### src/rtl/uartRxPkg.sv
package uartRxPkg;

  typedef enum logic [2:0] {
    RX_IDLE, RX_START, RX_DATA, RX_STOP, RX_BREAK, RX_HUNT
  } rxState_e;

  // Strobes from control to datapath
  typedef struct packed {
    logic frameStart;
    logic shiftEn;
    logic inFrame;
  } rxStrobe_t;

  localparam logic [1:0] ADDR_CTRL = 2'd0;
  localparam logic [1:0] ADDR_STAT = 2'd1;
  localparam logic [1:0] ADDR_DATA = 2'd2;

  // Control bit positions
  localparam int C_PAR_EN    = 0;
  localparam int C_PAR_ODD   = 1;
  localparam int C_NINE      = 2;
  localparam int C_INV       = 3;
  localparam int C_BRK_EN    = 4;
  localparam int C_STANDBY   = 5;
  localparam int C_IDLE_WAKE = 6;

  // Status bit positions used for write-one-to-clear
  localparam int S_BRK  = 5;
  localparam int S_EDGE = 6;

endpackage

### src/rtl/uartRxDatapath.sv
module uartRxDatapath
  import uartRxPkg::*;
#(
  parameter int OVS     = 16,
  parameter int BRK_LEN = 11
) (
  input  logic       clk,
  input  logic       rstN,
  input  logic       tickEn,
  input  logic       rxPin,
  input  logic       invert,
  input  logic       nineBit,
  input  rxStrobe_t  strobe,
  output logic       lineBit,
  output logic       edgeEvt,
  output logic       midPoint,
  output logic       majBit,
  output logic       lastBit,
  output logic       allZero,
  output logic       breakLong,
  output logic       idleHit,
  output logic [8:0] charData
);

  localparam int CW = $clog2(OVS);
  localparam int IW = $clog2(OVS * 11 + 1);
  localparam logic [CW-1:0] SMP_A   = CW'(OVS / 2 - 1);
  localparam logic [CW-1:0] SMP_B   = CW'(OVS / 2);
  localparam logic [CW-1:0] SMP_MID = CW'(OVS / 2 + 1);
  localparam logic [CW-1:0] CNT_TOP = CW'(OVS - 1);
  localparam logic [IW-1:0] IDLE8   = IW'(OVS * 10 - 1);
  localparam logic [IW-1:0] IDLE9   = IW'(OVS * 11 - 1);
  localparam logic [4:0]    BRK8    = 5'(BRK_LEN);
  localparam logic [4:0]    BRK9    = 5'(BRK_LEN + 1);

  logic [1:0]    syncQ;
  logic          prevBit;
  logic [CW-1:0] tickCnt;
  logic          smpA, smpB;
  logic [8:0]    shReg;
  logic [3:0]    bitIdx;
  logic [4:0]    zeroCnt;
  logic [IW-1:0] idleCnt;

  assign lineBit   = syncQ[1] ^ invert;
  assign edgeEvt   = prevBit & ~lineBit;
  assign midPoint  = tickEn & strobe.inFrame & (tickCnt == SMP_MID);
  assign majBit    = (smpA & smpB) | (smpA & lineBit) | (smpB & lineBit);
  assign lastBit   = bitIdx == (nineBit ? 4'd8 : 4'd7);
  assign allZero   = zeroCnt == (nineBit ? 5'd10 : 5'd9);
  assign breakLong = zeroCnt >= (nineBit ? BRK9 : BRK8);
  assign charData  = nineBit ? shReg : {1'b0, shReg[8:1]};
  assign idleHit   = tickEn & ~strobe.inFrame & lineBit &
                     (idleCnt == (nineBit ? IDLE9 : IDLE8));

  always_ff @(posedge clk or negedge rstN) begin
    if (!rstN) begin
      syncQ   <= 2'b11;
      prevBit <= 1'b1;
    end else begin
      syncQ   <= {syncQ[0], rxPin};
      prevBit <= lineBit;
    end
  end

  // Bit phase and voting samples
  always_ff @(posedge clk or negedge rstN) begin
    if (!rstN) begin
      tickCnt <= '0;
      smpA    <= 1'b1;
      smpB    <= 1'b1;
    end else if (strobe.frameStart) begin
      tickCnt <= CW'(1);
    end else if (tickEn && strobe.inFrame) begin
      tickCnt <= (tickCnt == CNT_TOP) ? '0 : tickCnt + 1'b1;
      if (tickCnt == SMP_A) smpA <= lineBit;
      if (tickCnt == SMP_B) smpB <= lineBit;
    end
  end

  // Character assembly and dominant-run count
  always_ff @(posedge clk or negedge rstN) begin
    if (!rstN) begin
      shReg   <= '0;
      bitIdx  <= '0;
      zeroCnt <= '0;
    end else if (strobe.frameStart) begin
      bitIdx  <= '0;
      zeroCnt <= '0;
    end else begin
      if (strobe.shiftEn) begin
        shReg  <= {majBit, shReg[8:1]};
        bitIdx <= bitIdx + 1'b1;
      end
      if (midPoint && !majBit && zeroCnt != 5'd31) zeroCnt <= zeroCnt + 1'b1;
    end
  end

  // Recessive run length outside a frame
  always_ff @(posedge clk or negedge rstN) begin
    if (!rstN)                               idleCnt <= '0;
    else if (strobe.inFrame || !lineBit)     idleCnt <= '0;
    else if (tickEn && idleCnt != '1)        idleCnt <= idleCnt + 1'b1;
  end

  p_start_on_low_r1: assert property (@(posedge clk) disable iff (!rstN)
    strobe.frameStart |-> (!lineBit && tickEn));

endmodule

### src/rtl/uartRxControl.sv
module uartRxControl
  import uartRxPkg::*;
(
  input  logic       clk,
  input  logic       rstN,
  input  logic       tickEn,
  input  logic [1:0] regAddr,
  input  logic       regWr,
  input  logic       regRd,
  input  logic [7:0] regWdata,
  output logic [7:0] regRdata,
  input  logic       lineBit,
  input  logic       edgeEvt,
  input  logic       midPoint,
  input  logic       majBit,
  input  logic       lastBit,
  input  logic       allZero,
  input  logic       breakLong,
  input  logic       idleHit,
  input  logic [8:0] charData,
  output rxStrobe_t  strobe,
  output logic       invert,
  output logic       nineBit
);

  rxState_e   state, nextState;
  logic [7:0] ctrlReg;
  logic [8:0] dataReg;
  logic       rxFull, idleFlag, frameErr, parErr, brkFlag, edgeFlag;
  logic [3:0] armed;
  logic       idleArmed;

  logic brkEn, standby, statRd, dataRd, statWr, ctrlWr;
  logic deliver, brkEvt, idleEvt, startOk, parityBad;

  assign invert    = ctrlReg[C_INV];
  assign nineBit   = ctrlReg[C_NINE];
  assign brkEn     = ctrlReg[C_BRK_EN];
  assign standby   = ctrlReg[C_STANDBY];
  assign statRd    = regRd && regAddr == ADDR_STAT;
  assign dataRd    = regRd && regAddr == ADDR_DATA;
  assign statWr    = regWr && regAddr == ADDR_STAT;
  assign ctrlWr    = regWr && regAddr == ADDR_CTRL;
  assign deliver   = state == RX_STOP && midPoint && !brkEn && !standby;
  assign brkEvt    = state == RX_BREAK && midPoint && majBit && breakLong;
  assign idleEvt   = idleHit && idleArmed;
  assign startOk   = state == RX_START && midPoint && !majBit;
  assign parityBad = (^charData) ^ ctrlReg[C_PAR_ODD];

  always_comb begin
    nextState      = state;
    strobe         = '0;
    strobe.inFrame = state inside {RX_START, RX_DATA, RX_STOP, RX_BREAK};
    case (state)
      RX_IDLE:  if (tickEn && !lineBit) begin
                  nextState         = RX_START;
                  strobe.frameStart = 1'b1;
                end
      RX_START: if (midPoint) nextState = majBit ? RX_IDLE : RX_DATA;
      RX_DATA:  if (midPoint) begin
                  strobe.shiftEn = 1'b1;
                  if (lastBit) nextState = RX_STOP;
                end
      RX_STOP:  if (midPoint)
                  nextState = (brkEn && !majBit && allZero) ? RX_BREAK : RX_HUNT;
      RX_BREAK: if (midPoint && majBit) nextState = RX_HUNT;
      RX_HUNT:  if (tickEn && lineBit) nextState = RX_IDLE;
      default:  nextState = RX_IDLE;
    endcase
  end

  always_ff @(posedge clk or negedge rstN) begin
    if (!rstN) begin
      state     <= RX_IDLE;
      ctrlReg   <= '0;
      dataReg   <= '0;
      rxFull    <= 1'b0;
      idleFlag  <= 1'b0;
      frameErr  <= 1'b0;
      parErr    <= 1'b0;
      brkFlag   <= 1'b0;
      edgeFlag  <= 1'b0;
      armed     <= '0;
      idleArmed <= 1'b0;
    end else begin
      state <= nextState;
      if (ctrlWr)       ctrlReg <= regWdata;
      else if (idleEvt) ctrlReg[C_STANDBY] <= 1'b0;
      if (deliver) dataReg <= charData;
      rxFull   <= deliver | (rxFull & ~(dataRd & armed[0]));
      idleFlag <= (idleEvt & (~standby | ctrlReg[C_IDLE_WAKE])) |
                  (idleFlag & ~(dataRd & armed[1]));
      frameErr <= (deliver & ~majBit) | (frameErr & ~(dataRd & armed[2]));
      parErr   <= (deliver & ctrlReg[C_PAR_EN] & parityBad) |
                  (parErr & ~(dataRd & armed[3]));
      if (statRd)      armed <= {parErr, frameErr, idleFlag, rxFull};
      else if (dataRd) armed <= '0;
      brkFlag  <= brkEvt | (brkFlag & ~(statWr & regWdata[S_BRK]));
      edgeFlag <= edgeEvt | (edgeFlag & ~(statWr & regWdata[S_EDGE]));
      if (startOk)      idleArmed <= 1'b1;
      else if (idleEvt) idleArmed <= 1'b0;
    end
  end

  always_comb begin
    case (regAddr)
      ADDR_CTRL: regRdata = ctrlReg;
      ADDR_STAT: regRdata = {1'b0, edgeFlag, brkFlag, dataReg[8],
                             parErr, frameErr, idleFlag, rxFull};
      ADDR_DATA: regRdata = dataReg[7:0];
      default:   regRdata = '0;
    endcase
  end

  p_start_reject_r1: assert property (@(posedge clk) disable iff (!rstN)
    (state == RX_START && midPoint && majBit) |=> state == RX_IDLE);
  p_fe_with_full_r4: assert property (@(posedge clk) disable iff (!rstN)
    $rose(frameErr) |-> rxFull);
  p_pe_with_full_r5: assert property (@(posedge clk) disable iff (!rstN)
    $rose(parErr) |-> (rxFull && $past(ctrlReg[C_PAR_EN])));
  p_seq_clear_r6: assert property (@(posedge clk) disable iff (!rstN)
    ($fell(frameErr) || $fell(rxFull)) |-> $past(dataRd));
  p_brk_quiet_r8: assert property (@(posedge clk) disable iff (!rstN)
    $past(ctrlReg[C_BRK_EN]) |-> !$rose(rxFull));
  p_edge_set_r9: assert property (@(posedge clk) disable iff (!rstN)
    $past(edgeEvt) |-> edgeFlag);
  p_standby_quiet_r12: assert property (@(posedge clk) disable iff (!rstN)
    $past(standby) |-> !$rose(rxFull));
  p_idle_gate_r12: assert property (@(posedge clk) disable iff (!rstN)
    $rose(idleFlag) |-> ($past(!standby) || $past(ctrlReg[C_IDLE_WAKE])));

endmodule

### src/rtl/uartRxLin.sv
module uartRxLin
  import uartRxPkg::*;
#(
  parameter int OVS     = 16,
  parameter int BRK_LEN = 11
) (
  input  logic       clk,
  input  logic       rstN,
  input  logic       tickEn,
  input  logic       rxPin,
  input  logic [1:0] regAddr,
  input  logic       regWr,
  input  logic       regRd,
  input  logic [7:0] regWdata,
  output logic [7:0] regRdata
);

  rxStrobe_t  strobe;
  logic       invert, nineBit;
  logic       lineBit, edgeEvt, midPoint, majBit, lastBit;
  logic       allZero, breakLong, idleHit;
  logic [8:0] charData;

  uartRxDatapath #(.OVS(OVS), .BRK_LEN(BRK_LEN)) i_dp (
    .clk(clk), .rstN(rstN), .tickEn(tickEn), .rxPin(rxPin),
    .invert(invert), .nineBit(nineBit), .strobe(strobe),
    .lineBit(lineBit), .edgeEvt(edgeEvt), .midPoint(midPoint),
    .majBit(majBit), .lastBit(lastBit), .allZero(allZero),
    .breakLong(breakLong), .idleHit(idleHit), .charData(charData)
  );

  uartRxControl i_ctl (
    .clk(clk), .rstN(rstN), .tickEn(tickEn),
    .regAddr(regAddr), .regWr(regWr), .regRd(regRd),
    .regWdata(regWdata), .regRdata(regRdata),
    .lineBit(lineBit), .edgeEvt(edgeEvt), .midPoint(midPoint),
    .majBit(majBit), .lastBit(lastBit), .allZero(allZero),
    .breakLong(breakLong), .idleHit(idleHit), .charData(charData),
    .strobe(strobe), .invert(invert), .nineBit(nineBit)
  );

endmodule

### config.mk
export PLATFORM = sky130hd
export DESIGN_NAME = uartRxLin
export DESIGN_NICKNAME = d
export VERILOG_FILES = /design/src/rtl/uartRxPkg.sv /design/src/rtl/uartRxDatapath.sv /design/src/rtl/uartRxControl.sv /design/src/rtl/uartRxLin.sv
export SDC_FILE = /design/constraint.sdc
export NUM_CORES = 1
export LEC_CHECK = 0
export BUFFER_PORTS_ARGS = -buffer_cell sky130_fd_sc_hd__buf_2
export CORE_ASPECT_RATIO = 1.2
export CORE_MARGIN = 4
export CORE_UTILIZATION = 55
export DETAILED_ROUTE_END_ITERATION = 8
export PLACE_DENSITY = 0.74
export SYNTH_ARGS = -nofsm -noshare
export SYNTH_HDL_FRONTEND = slang
export SYNTH_HIERARCHICAL = 1
export SYNTH_SLANG_ARGS = --single-unit
export TNS_END_PERCENT = 50
### constraint.sdc
create_clock -name clk -period 2.9 [get_ports clk]
set_input_delay 0.29 -clock clk [delete_from_list [all_inputs] [get_ports clk]]
set_output_delay 0.29 -clock clk [all_outputs]
set_load 0.02 [all_outputs]
; After elaboration in Yosys (flattened, before gate mapping)
; Index checks and enable logic that the tools add are counted.
[op_classes]
add_sub_neg = 4
order_cmp = 1
eq_ne = 23
mux = 34
n_bitwise = 47
reduce_logical = 42
[ops]
columns = op, count
row1 = $mux W4, 8
row2 = $and A1 B1 Y1, 25
row3 = $mux W3, 8
row4 = $pmux W8 S3, 1
row5 = $logic_and A1 B1 Y1, 22
row6 = $pmux W3 S6, 1
row7 = $mux W8, 2
row8 = $reduce_bool A2 Y1, 7
row9 = $eq A4 B4 Y1 const B, 3
row10 = $ne A2 B1 Y1 const B, 6
row11 = $not A1 Y1, 11
row12 = $mux W5, 2
row13 = $mux W9, 1
row14 = $or A1 B1 Y1, 9
row15 = $reduce_xor A9 Y1, 1
row16 = $add A4 B1 Y4 const B, 2
row17 = $add A8 B1 Y8 const B, 1
row18 = $eq A8 B8 Y1, 1
row19 = $mux W1, 8
row20 = $ne A8 B8 Y1 const B, 1
row21 = $reduce_and A7 Y1, 1
row22 = $eq A3 B2 Y1 const B, 2
row23 = $eq A3 B3 Y1 const B, 2
row24 = $mux W6, 1
row25 = 19 further kinds, 25
[totals]
regBits = 66
inputBits = 16
out_inout_bits = 8
word_cells = 172

; Longest topological paths before layout
; Gate-level depths: netlist (run 1).
[depth]
depth_word = 10
mapped_depth = 10
ltp_nobuf = 8

; Cells and area by module
; Netlist (run 1), hierarchy kept.
[by_module_without_submodules]
columns = mod, instances, cells_per_inst, area_per_inst_um2, seq_area_each_um2
row1 = uartRxDatapath, 1, 184, 1918.1, 882.1
row2 = uartRxControl, 1, 156, 1664.1, 775.7

; Worst setup path before layout (run 1)
; Ideal clock, no wire load.
[synth_timing]
path_type = register to register
from = register i_ctl.state[1]
to = register i_ctl.dataReg[2]
setup_time_ns = 0.125
arrival_ns = 2.554
required_time_ns = 2.775
slack_ns = 0.221
stages_incl_launch_ff = 10
path_buffers = 2
period_less_slack_ns = 2.679
cell_sequence = dfrtp_1 clkbuf_1 nor2_1 xnor2_1 and4b_1 and2_1 nand2_1 or4_4 buf_6 mux2_4
[synth_rtl]
columns = item, line
row1 = "start, declared", uartRxControl.sv:26  ; rxState_e state, nextState;
row2 = "start signal, assigned", uartRxControl.sv:86  ; state <= nextState;
row3 = "end signal, assigned", uartRxControl.sv:89  ; if (deliver) dataReg <= charData;
row4 = "end, declared", uartRxControl.sv:28  ; logic [8:0] dataReg;

==> results of run 1 <==
synth_stat cells, types with 2 or more instances:
cell and instances:
sky130_fd_sc_hd__or4_1 4, sky130_fd_sc_hd__a21oi_1 14, sky130_fd_sc_hd__nand3_1 17, sky130_fd_sc_hd__clkbuf_1 10, sky130_fd_sc_hd__nand4_1 4, sky130_fd_sc_hd__o31ai_1 6, sky130_fd_sc_hd__buf_6 2, sky130_fd_sc_hd__o211ai_1 2
sky130_fd_sc_hd__a32o_1 2, sky130_fd_sc_hd__o21ai_0 22, sky130_fd_sc_hd__xor2_1 6, sky130_fd_sc_hd__nand2b_1 7, sky130_fd_sc_hd__xnor2_1 11, sky130_fd_sc_hd__dfrtp_1 61, sky130_fd_sc_hd__ha_1 10, sky130_fd_sc_hd__and3b_1 3
sky130_fd_sc_hd__a21o_1 4, sky130_fd_sc_hd__nor4_1 4, sky130_fd_sc_hd__and2_1 2, sky130_fd_sc_hd__mux2i_1 10, sky130_fd_sc_hd__a31oi_1 5, sky130_fd_sc_hd__buf_2 3, sky130_fd_sc_hd__nor2_1 18, sky130_fd_sc_hd__dfstp_2 5
sky130_fd_sc_hd__and3_1 2, sky130_fd_sc_hd__nand2_1 35, sky130_fd_sc_hd__mux2_2 27, sky130_fd_sc_hd__mux2_4 7, sky130_fd_sc_hd__nor2b_1 10, sky130_fd_sc_hd__inv_1 6
power by group through the flow:
stage	Sequential [uW]	Clock [uW]	Combinational [uW]
detailed placement	1130	0	578
finish	1110	789	577
global placement	1120	0	573
CTS	1110	818	583
floorplan	1100	0	433
global route	1130	860	654
cells by family (layout without fill, tap and decap cells):
logic type                 Yosys count  after routing  synth area share (%)
AOI/OAI and AO/OA                   61             61                  10.4
xor gates and xnor gates            19             19                  5.24
adders and majority gates           10             10                  3.49
buffers and inverters               24             54                  3.21
DFF                                 66             66                  46.3
muxes                               44             44                  14.2
and+or+nand+nor                    116            116                  17.2
final cells by class:
cell class / instances / area, um^2 / area share (%)
inverter: 7 / 28.8 / 0.722
timing repair buffer: 31 / 178 / 4.46
clock inverter: 4 / 50.0 / 1.26
clock buffer: 12 / 155 / 3.89
tap: 82 / 103 / 2.57
sequential: 66 / 1660 / 41.6
multi-input combinational: 250 / 1820 / 45.5
how the worst min path moves through the flow:
stage / depth (start not counted) / from / endpoint / slack, ps
after detailed placement: 1 / rstN / i_ctl/armed[0]$_DFFE_PN0P_ / 320
after floorplan: 0 / rstN / i_ctl/armed[0]$_DFFE_PN0P_ / -6
after global placement: 1 / rstN / i_ctl/armed[0]$_DFFE_PN0P_ / 310
final: 1 / rxPin / i_dp/syncQ[0]$_DFF_PN1_ / 50
after global routing: 1 / rxPin / i_dp/syncQ[0]$_DFF_PN1_ / 20
after CTS: 1 / rxPin / i_dp/syncQ[0]$_DFF_PN1_ / 30
routing by layer:
layer	global-route usage (%)	vias up	part of all wire, %
li1	-	1258	-
met4	7.62	0	2.4
met5	0	-	0
met1	24.7	1284	43
met2	32.9	59	50
met3	5.38	13	4.2
state kept, by name, indices dropped and copies added, names as in the netlist, 2 cells and up:
name	cells
i_ctl/armed	4
i_ctl/ctrlReg	8
i_ctl/dataReg	9
i_ctl/state	3
i_dp/bitIdx	4
i_dp/idleCnt	8
i_dp/shReg	9
i_dp/syncQ	2
i_dp/tickCnt	4
i_dp/zeroCnt	5
worst reg2reg max path, stage by stage (launching register included):
cell and delay [ps]:
sky130_fd_sc_hd__dfrtp_1 470, sky130_fd_sc_hd__xnor2_1 400, sky130_fd_sc_hd__and4b_1 340, sky130_fd_sc_hd__and2_1 200, sky130_fd_sc_hd__nand2_1 130, sky130_fd_sc_hd__or4_4 640, sky130_fd_sc_hd__mux2_4 340
through the flow:
step / total power, uW / util [%]
CTS: 2510 / 64.7
global route: 2640 / 64.7
detailed placement: 1710 / 61.2
floorplan: 1540 / -
finish: 2480 / 64.7
global placement: 1700 / 61.2
repair_timing:
item,in CTS,in global routing
setup endpoints to repair,0,0
hold buffers,1,0
hold endpoints to repair,21,0
==> results_tabular.tex, run 1 <==
\begin{tabular}{lr}
\hline
Metric & Value \\
\hline
\multicolumn{2}{l}{\textbf{Status}} \\
\quad Outcome & completed \\
\multicolumn{2}{l}{\textbf{Worst setup path}} \\
\quad Buf/Inv on CP & 0 \\
\quad Worst path cell trace & xnor2\_1 > and4b\_1 > and2\_1 > nand2\_1 > or4\_4 > mux2\_4 \\
\quad CP Launch Type & flop \\
\quad Crit path largest cell delay & 640 ps \\
\quad Worst endpoint required time & 3120 ps \\
\quad Source of the worst register-to-register timing path & i\_ctl/state[2]\$\_DFFE\_PN0P\_ \\
\quad Worst r2r path cells & 6 \\
\quad Cell family with the largest share of critical-path delay & simple AND/OR/NAND/NOR gates \\
\quad Instance count on the critical path & 6 \\
\quad Critical path data arrival time & 2850 ps \\
\quad End of the worst register-to-register path & i\_ctl/dataReg[6]\$\_DFFE\_PN0N\_ \\
\quad Critical path's slowest cell & sky130\_fd\_sc\_hd\_\_or4\_4 \\
\quad Crit path launch & i\_ctl/state[2]\$\_DFFE\_PN0P\_ \\
\quad Crit path max fanout & 12 \\
\quad Worst setup EP type & flop \\
\quad Register-to-register setup slack & about 260 ps \\
\quad Type of the worst setup path & reg2reg \\
\quad Capture point of the critical path & i\_ctl/dataReg[6]\$\_DFFE\_PN0N\_ \\
\multicolumn{2}{l}{\textbf{Power and ir drop}} \\
\quad Highest ir drop seen on vdd & 381 uV \\
\quad Net Sw Frac & 31.0\% \\
\quad Lkg Pwr & 0.00186 uW \\
\quad Switching power summed over all nets & 769 uW \\
\quad Seq pwr share & between 40\% and 50\% \\
\quad Clock network power share & 31.8\% \\
\quad Proportion of power drawn by combinational gates & 23.3\% \\
\quad Internal power & 1710 uW \\
\quad Power density over cell area & 622 mW/mm\^{}2 \\
\multicolumn{2}{l}{\textbf{STA}} \\
\quad Count of final max-slew check failures & 0 \\
\quad Setup total negative slack & 0 ps \\
\quad Tightest Pin Transition & around 750 ps \\
\quad Worst max-slew margin expressed relative to the limit & about half \\
\quad Final min period & 2640 ps \\
\quad Final worst hold slack & 52.8 ps \\
\quad Final Hold Vio Count & 0 \\
\quad Setup WS post-layout & 263 ps \\
\quad Worst setup skew after layout & approximately 8.6 ps \\
\quad Count of endpoints failing setup in the final report & 0 \\
\quad Highest clock frequency the design can meet & 0.379 GHz \\
\quad Crit share post-route & 90.9\% \\
\quad Setup repair after global routing missed its margin & no \\
\multicolumn{2}{l}{\textbf{Synthesis}} \\
\quad Synth warnings & 6 \\
\quad Post-synth top area cell & sky130\_fd\_sc\_hd\_\_dfrtp\_1 \\
\quad Share of synthesized area occupied by flip-flops and latches & 46.3\% \\
\quad EDFF count, synth & 0 \\
\quad Area share of the largest cell type after synthesis & 42.6\% \\
\quad Synth Instances & 340 \\
\quad Distinct cells, synth & 51 \\
\quad Post-Syn Area & 0.00358 mm\^{}2 \\
\quad Async set-or-reset flop fraction in the synthesized netlist & 100\% \\
\quad Biggest area contributors in the synthesized netlist & sky130\_fd\_sc\_hd\_\_dfrtp\_1, sky130\_fd\_sc\_hd\_\_mux2\_2, sky130\_fd\_sc\_hd\_\_dfstp\_2 \\
\quad Number of storage elements in the synthesis netlist & 66 \\
\quad Synthesized Nets & 366 \\
\quad Predominant post-synthesis flop cell & sky130\_fd\_sc\_hd\_\_dfrtp\_1 \\
\quad Average cell area after synthesis & roughly 11 um\^{}2 \\
\multicolumn{2}{l}{\textbf{GRT}} \\
\quad Maximum number of pins on one net before global-route repair & 27 \\
\quad Gr ovfl total & 0 \\
\quad First-pass GRT wire length & 11.9 mm \\
\quad Antenna violations before repair & 0 \\
\quad Number of global-route vias before repair & between 2000 and 3000 \\
\quad Overall track demand over capacity in global routing & 19.8\% \\
\multicolumn{2}{l}{\textbf{Die}} \\
\quad Area of the core & 0.00617 mm\^{}2 \\
\quad Die Footprint & 0.00787 mm\^{}2 \\
\quad Initial cell density of the core & 58.1\% \\
\quad Vert. Die Dim & 96.4 um \\
\quad Chip width & 81.7 um \\
\quad Row count & 31 \\
\quad I/O pins & 24 \\
\multicolumn{2}{l}{\textbf{Layout}} \\
\quad Number of nets in the finished design & 391 \\
\quad Post-layout instance count excluding filler cells & around 450 \\
\quad Top library cells by usage in the layout, fill and taps aside & sky130\_fd\_sc\_hd\_\_dfrtp\_1, sky130\_fd\_sc\_hd\_\_nand2\_1, sky130\_fd\_sc\_hd\_\_mux2\_2 \\
\quad Area Growth Syn to Fin & 11.3\% \\
\quad Antenna diode count & 0 \\
\quad \# fillers & 471 \\
\quad Share of layout cells above drive strength 1 & 25.1\% \\
\quad Most common cell after layout, fill and taps aside & sky130\_fd\_sc\_hd\_\_dfrtp\_1 \\
\quad Final instance area & 0.00399 mm\^{}2 \\
\multicolumn{2}{l}{\textbf{CTS}} \\
\quad Clock latency at the later pin of the worst-skew pair & 340 ps \\
\quad Post-CTS Setup Repair Bufs & 0 \\
\quad Clock input transition at the sequential cells of the worst setup and hold paths & 70 ps \\
\quad Clock tree from TritonCTS & done \\
\quad Number of buffers created by CTS & 9 \\
\quad Resize count post-CTS & 0 \\
\quad Maximum number of buffers from clock root to sink & 2 \\
\quad H-tree depth & 3 \\
\quad Clock tree sinks & 66 \\
\quad Clk Tree Root Cell & sky130\_fd\_sc\_hd\_\_clkbuf\_8 \\
\multicolumn{2}{l}{\textbf{Flow run}} \\
\quad Number of maximum-capacitance violations & 0 \\
\multicolumn{2}{l}{\textbf{Placement}} \\
\quad Placed instance count & $\sim$440 \\
\quad Total half-perimeter wirelength after legalization and detailed placement & 5.11 mm \\
\quad Minimum setup slack after placement & slightly above 300 ps \\
\quad Weighted congestion reported at the end of routability-driven placement & approximately 0.86 \\
\quad Number of buffer cells added on primary ports & 23 \\
\quad Cell area after placement & 0.00377 mm\^{}2 \\
\multicolumn{2}{l}{\textbf{Route}} \\
\quad Wire length per cell after detailed routing & 15.5 um \\
\quad First-pass iteration count of the detailed router & 4 \\
\quad Overall routed net length & 6.99 mm \\
\quad Count of unresolved DRC violations after routing & 0 \\
\quad Remaining antenna violation count & 0 \\
\quad Vias after detailed routing & 2614 \\
\quad Via-per-instance ratio & 5.78 \\
\quad First-iteration detailed-routing DRC count & 144 \\
\multicolumn{2}{l}{\textbf{Hold path}} \\
\quad Worst min-delay path category & in2reg \\
\hline
\end{tabular}
(Power assumes the default switching activity.)
==> inputs of run 2 (changes only) <==
Settings changed: REMOVE_ABC_BUFFERS set to 1.
Clock period 2.9 ns to 2.6 ns, I/O delays scaled along.
==> run 2 against run 1 <==
  * Setup slack lost 95 ps
  * Cell count rose by 0.66%
  * Via count fell by 1.4%
  * Sequential share of layout area shrank 0.62 points
  * Sequential cell count is the same
  * Critical path type unchanged
  * Critical endpoint is now i_ctl/dataReg[2]$_DFFE_PN0N_
==> results_tabular.tex, run 2 (same netlist as run 1, synthesis figures left out) <==
\begin{tabular}{lr}
\hline
Metric & Value \\
\hline
\multicolumn{2}{l}{\textbf{STA}} \\
\quad Highest clock frequency the design can meet & 0.411 GHz (+8.4\%) \\
\quad Crit share post-route & 93.5\% (+2.6 points) \\
\quad Count of endpoints failing setup in the final report & 0 (unchanged) \\
\quad Tightest Pin Transition & 699 ps (-53.6 ps) \\
\quad Worst setup skew after layout & 6.90 ps (-1.66 ps) \\
\quad Final min period & 2430 ps (-205 ps) \\
\quad Final Hold Vio Count & 0 (unchanged) \\
\quad Count of final max-slew check failures & 0 (unchanged) \\
\quad Worst max-slew margin expressed relative to the limit & 53.4\% (+3.8 points) \\
\quad Setup repair after global routing missed its margin & no \\
\quad Setup WS post-layout & 168 ps (-95.4 ps) \\
\multicolumn{2}{l}{\textbf{Worst setup path}} \\
\quad Worst path cell trace & xnor2\_1 > and4b\_1 > and2\_1 > nand2\_1 > or4\_4 > mux2\_4 \\
\quad Worst endpoint required time & 2820 ps (-300 ps) \\
\quad Register-to-register setup slack & 170 ps (-100 ps) \\
\quad Type of the worst setup path & reg2reg \\
\quad Worst setup EP type & flop \\
\quad CP Launch Type & flop \\
\quad Critical path data arrival time & 2650 ps (-200 ps) \\
\quad Crit path largest cell delay & 630 ps (about the same) \\
\quad Crit path max fanout & 12 (unchanged) \\
\quad Critical path's slowest cell & sky130\_fd\_sc\_hd\_\_or4\_4 \\
\multicolumn{2}{l}{\textbf{Route}} \\
\quad First-iteration detailed-routing DRC count & 94 (-35\%) \\
\quad Wire length per cell after detailed routing & 15.3 um (-0.83\%) \\
\quad Count of unresolved DRC violations after routing & 0 (unchanged) \\
\quad First-pass iteration count of the detailed router & 5 (+1) \\
\quad Vias after detailed routing & 2577 (-1.4\%) \\
\quad Remaining antenna violation count & 0 (unchanged) \\
\quad Overall routed net length & 6.98 mm (-0.17\%) \\
\quad Via-per-instance ratio & 5.66 (-2.1\%) \\
\multicolumn{2}{l}{\textbf{Placement}} \\
\quad Weighted congestion reported at the end of routability-driven placement & 0.879 (+2.7\%) \\
\quad Total half-perimeter wirelength after legalization and detailed placement & 5.04 mm (-1.2\%) \\
\quad Cell area after placement & 0.00380 mm\^{}2 (+0.73\%) \\
\quad Minimum setup slack after placement & 194 ps (-112 ps) \\
\quad Number of buffer cells added on primary ports & 23 (unchanged) \\
\multicolumn{2}{l}{\textbf{GRT}} \\
\quad Overall track demand over capacity in global routing & 19.6\% (-0.22 points) \\
\quad Antenna violations before repair & 0 (unchanged) \\
\quad Gr ovfl total & 0 (unchanged) \\
\quad Number of global-route vias before repair & 2567 (+0.20\%) \\
\quad First-pass GRT wire length & 11.8 mm (-1.1\%) \\
\quad Maximum number of pins on one net before global-route repair & 37 (+37\%) \\
\multicolumn{2}{l}{\textbf{Hold path}} \\
\quad Worst min-delay path category & in2reg \\
\multicolumn{2}{l}{\textbf{Layout}} \\
\quad Area of the multi-input gates & 0.00182 mm\^{}2 (unchanged) \\
\quad Antenna diode count & 0 (unchanged) \\
\quad Most common cell after layout, fill and taps aside & sky130\_fd\_sc\_hd\_\_dfrtp\_1 \\
\quad Share of layout cells above drive strength 1 & 25.7\% (+0.60 points) \\
\quad Final standard cell utilization of the core & 65.6\% (+0.97 points) \\
\quad Area Growth Syn to Fin & 13.0\% \\
\quad Area used by sequential logic in the layout & 0.00166 mm\^{}2 (unchanged) \\
\quad Top library cells by usage in the layout, fill and taps aside & sky130\_fd\_sc\_hd\_\_dfrtp\_1, sky130\_fd\_sc\_hd\_\_nand2\_1, sky130\_fd\_sc\_hd\_\_mux2\_2 \\
\quad Number of nets in the finished design & 394 (+0.77\%) \\
\quad Final instance area & 0.00405 mm\^{}2 (+1.5\%) \\
\quad Registers with the most flip-flops & i\_ctl/dataReg (9), i\_dp/shReg (9) \\
\quad \# fillers & 502 (+6.6\%) \\
\multicolumn{2}{l}{\textbf{Die}} \\
\quad Row count & 31 (unchanged) \\
\quad Initial cell density of the core & 58.1\% (unchanged) \\
\quad Die Footprint & 0.00787 mm\^{}2 (unchanged) \\
\quad I/O pins & 24 (unchanged) \\
\quad Area of the core & 0.00617 mm\^{}2 (unchanged) \\
\quad Chip width & 81.7 um (unchanged) \\
\quad Vert. Die Dim & 96.4 um (unchanged) \\
\multicolumn{2}{l}{\textbf{Power and ir drop}} \\
\quad Power density over cell area & 711 mW/mm\^{}2 (+14\%) \\
\quad Highest ir drop seen on vdd & 497 uV (+30\%) \\
\quad Lkg Pwr & 0.00189 uW (+1.8\%) \\
\multicolumn{2}{l}{\textbf{CTS}} \\
\quad Clk Tree Root Cell & sky130\_fd\_sc\_hd\_\_clkbuf\_8 \\
\quad Maximum number of buffers from clock root to sink & 2 (unchanged) \\
\quad Clock input transition at the sequential cells of the worst setup and hold paths & 70 ps (about the same) \\
\quad Clock latency at the later pin of the worst-skew pair & 340 ps (about the same) \\
\quad H-tree depth & 3 (unchanged) \\
\quad Clock tree from TritonCTS & done \\
\quad Number of buffers created by CTS & 9 (unchanged) \\
\quad Clock tree sinks & 66 (unchanged) \\
\multicolumn{2}{l}{\textbf{Flow run}} \\
\quad Number of maximum-capacitance violations & 0 (unchanged) \\
\multicolumn{2}{l}{\textbf{Status}} \\
\quad Outcome & completed \\
\hline
\end{tabular}
-- run 2: area by class of cell --
| cell class | count | share of cell area, % |
|---|---|---|
| Clock buffer | 10 | 3.40 |
| Clock inverter | 6 | 2.23 |
| Inverter | 7 | 0.711 |
| Multi-Input combinational cell | 250 | 44.9 |
| Sequential cell | 66 | 41.0 |
| Tap cell | 82 | 2.53 |
| Timing Repair Buffer | 34 | 5.32 |
-- run 2: path summary, 6_finish.rpt --
check	to	from	cells past startpoint
worst max register to register	i_ctl/dataReg[2]$_DFFE_PN0N_	i_ctl/state[2]$_DFFE_PN0P_	6
worst max-delay path	i_ctl/dataReg[2]$_DFFE_PN0N_	i_ctl/state[2]$_DFFE_PN0P_	6
worst min register to register	i_dp/syncQ[1]$_DFF_PN1_	i_dp/syncQ[0]$_DFF_PN1_	0
worst min-delay path	i_ctl/ctrlReg[5]$_DFFE_PN0P_	regWdata[5]	3
max in group asynchronous	i_dp/smpA$_DFFE_PN1P_	rstN	3
min in group asynchronous	i_ctl/ctrlReg[7]$_DFFE_PN0P_	rstN	2
-- run 2: power breakdown --
part / leakage [uW] / internal, uW / switching, uW
Combinational: 0.000906 / 289 / 382
Clock: 0.000112 / 567 / 397
Sequential: 0.000876 / 1140 / 99.9
Total: 0.00189 / 2000 / 878
-- run 2: routing by layer --
| layer | share of wire [%] | track usage (%) |
|---|---|---|
| met3 | 4.1 | 3.53 |
| met2 | 49 | 31.9 |
| met1 | 45 | 25.1 |
| met5 | 0 | 0 |
| met4 | 1.8 | 9.97 |
-- run 2: timing repair --
item,in CTS,in global routing
setup endpoints to repair,0,0
buffers inserted,0,0
gates resized for setup,0,0
hold buffers,2,0
hold endpoints to repair,31,0
-- run 2: through the flow --
step	setup TNS, ps	total power, uW	cells	hold slack [ps]
finish	0	2880	455	147
global route	0	3060	455	144
CTS	0	2900	455	132
detailed placement	0	1930	437	349
global placement	0	1910	437	346
floorplan	-3540	1690	323	-35.6
-- run 2: worst max-delay path: cells and delay by family (launching register included) --
family	cells	cell delay (ps)
xor gates and xnor gates	1	220
and+or+nand+nor	4	1280
muxes	1	340
DFF	1	480
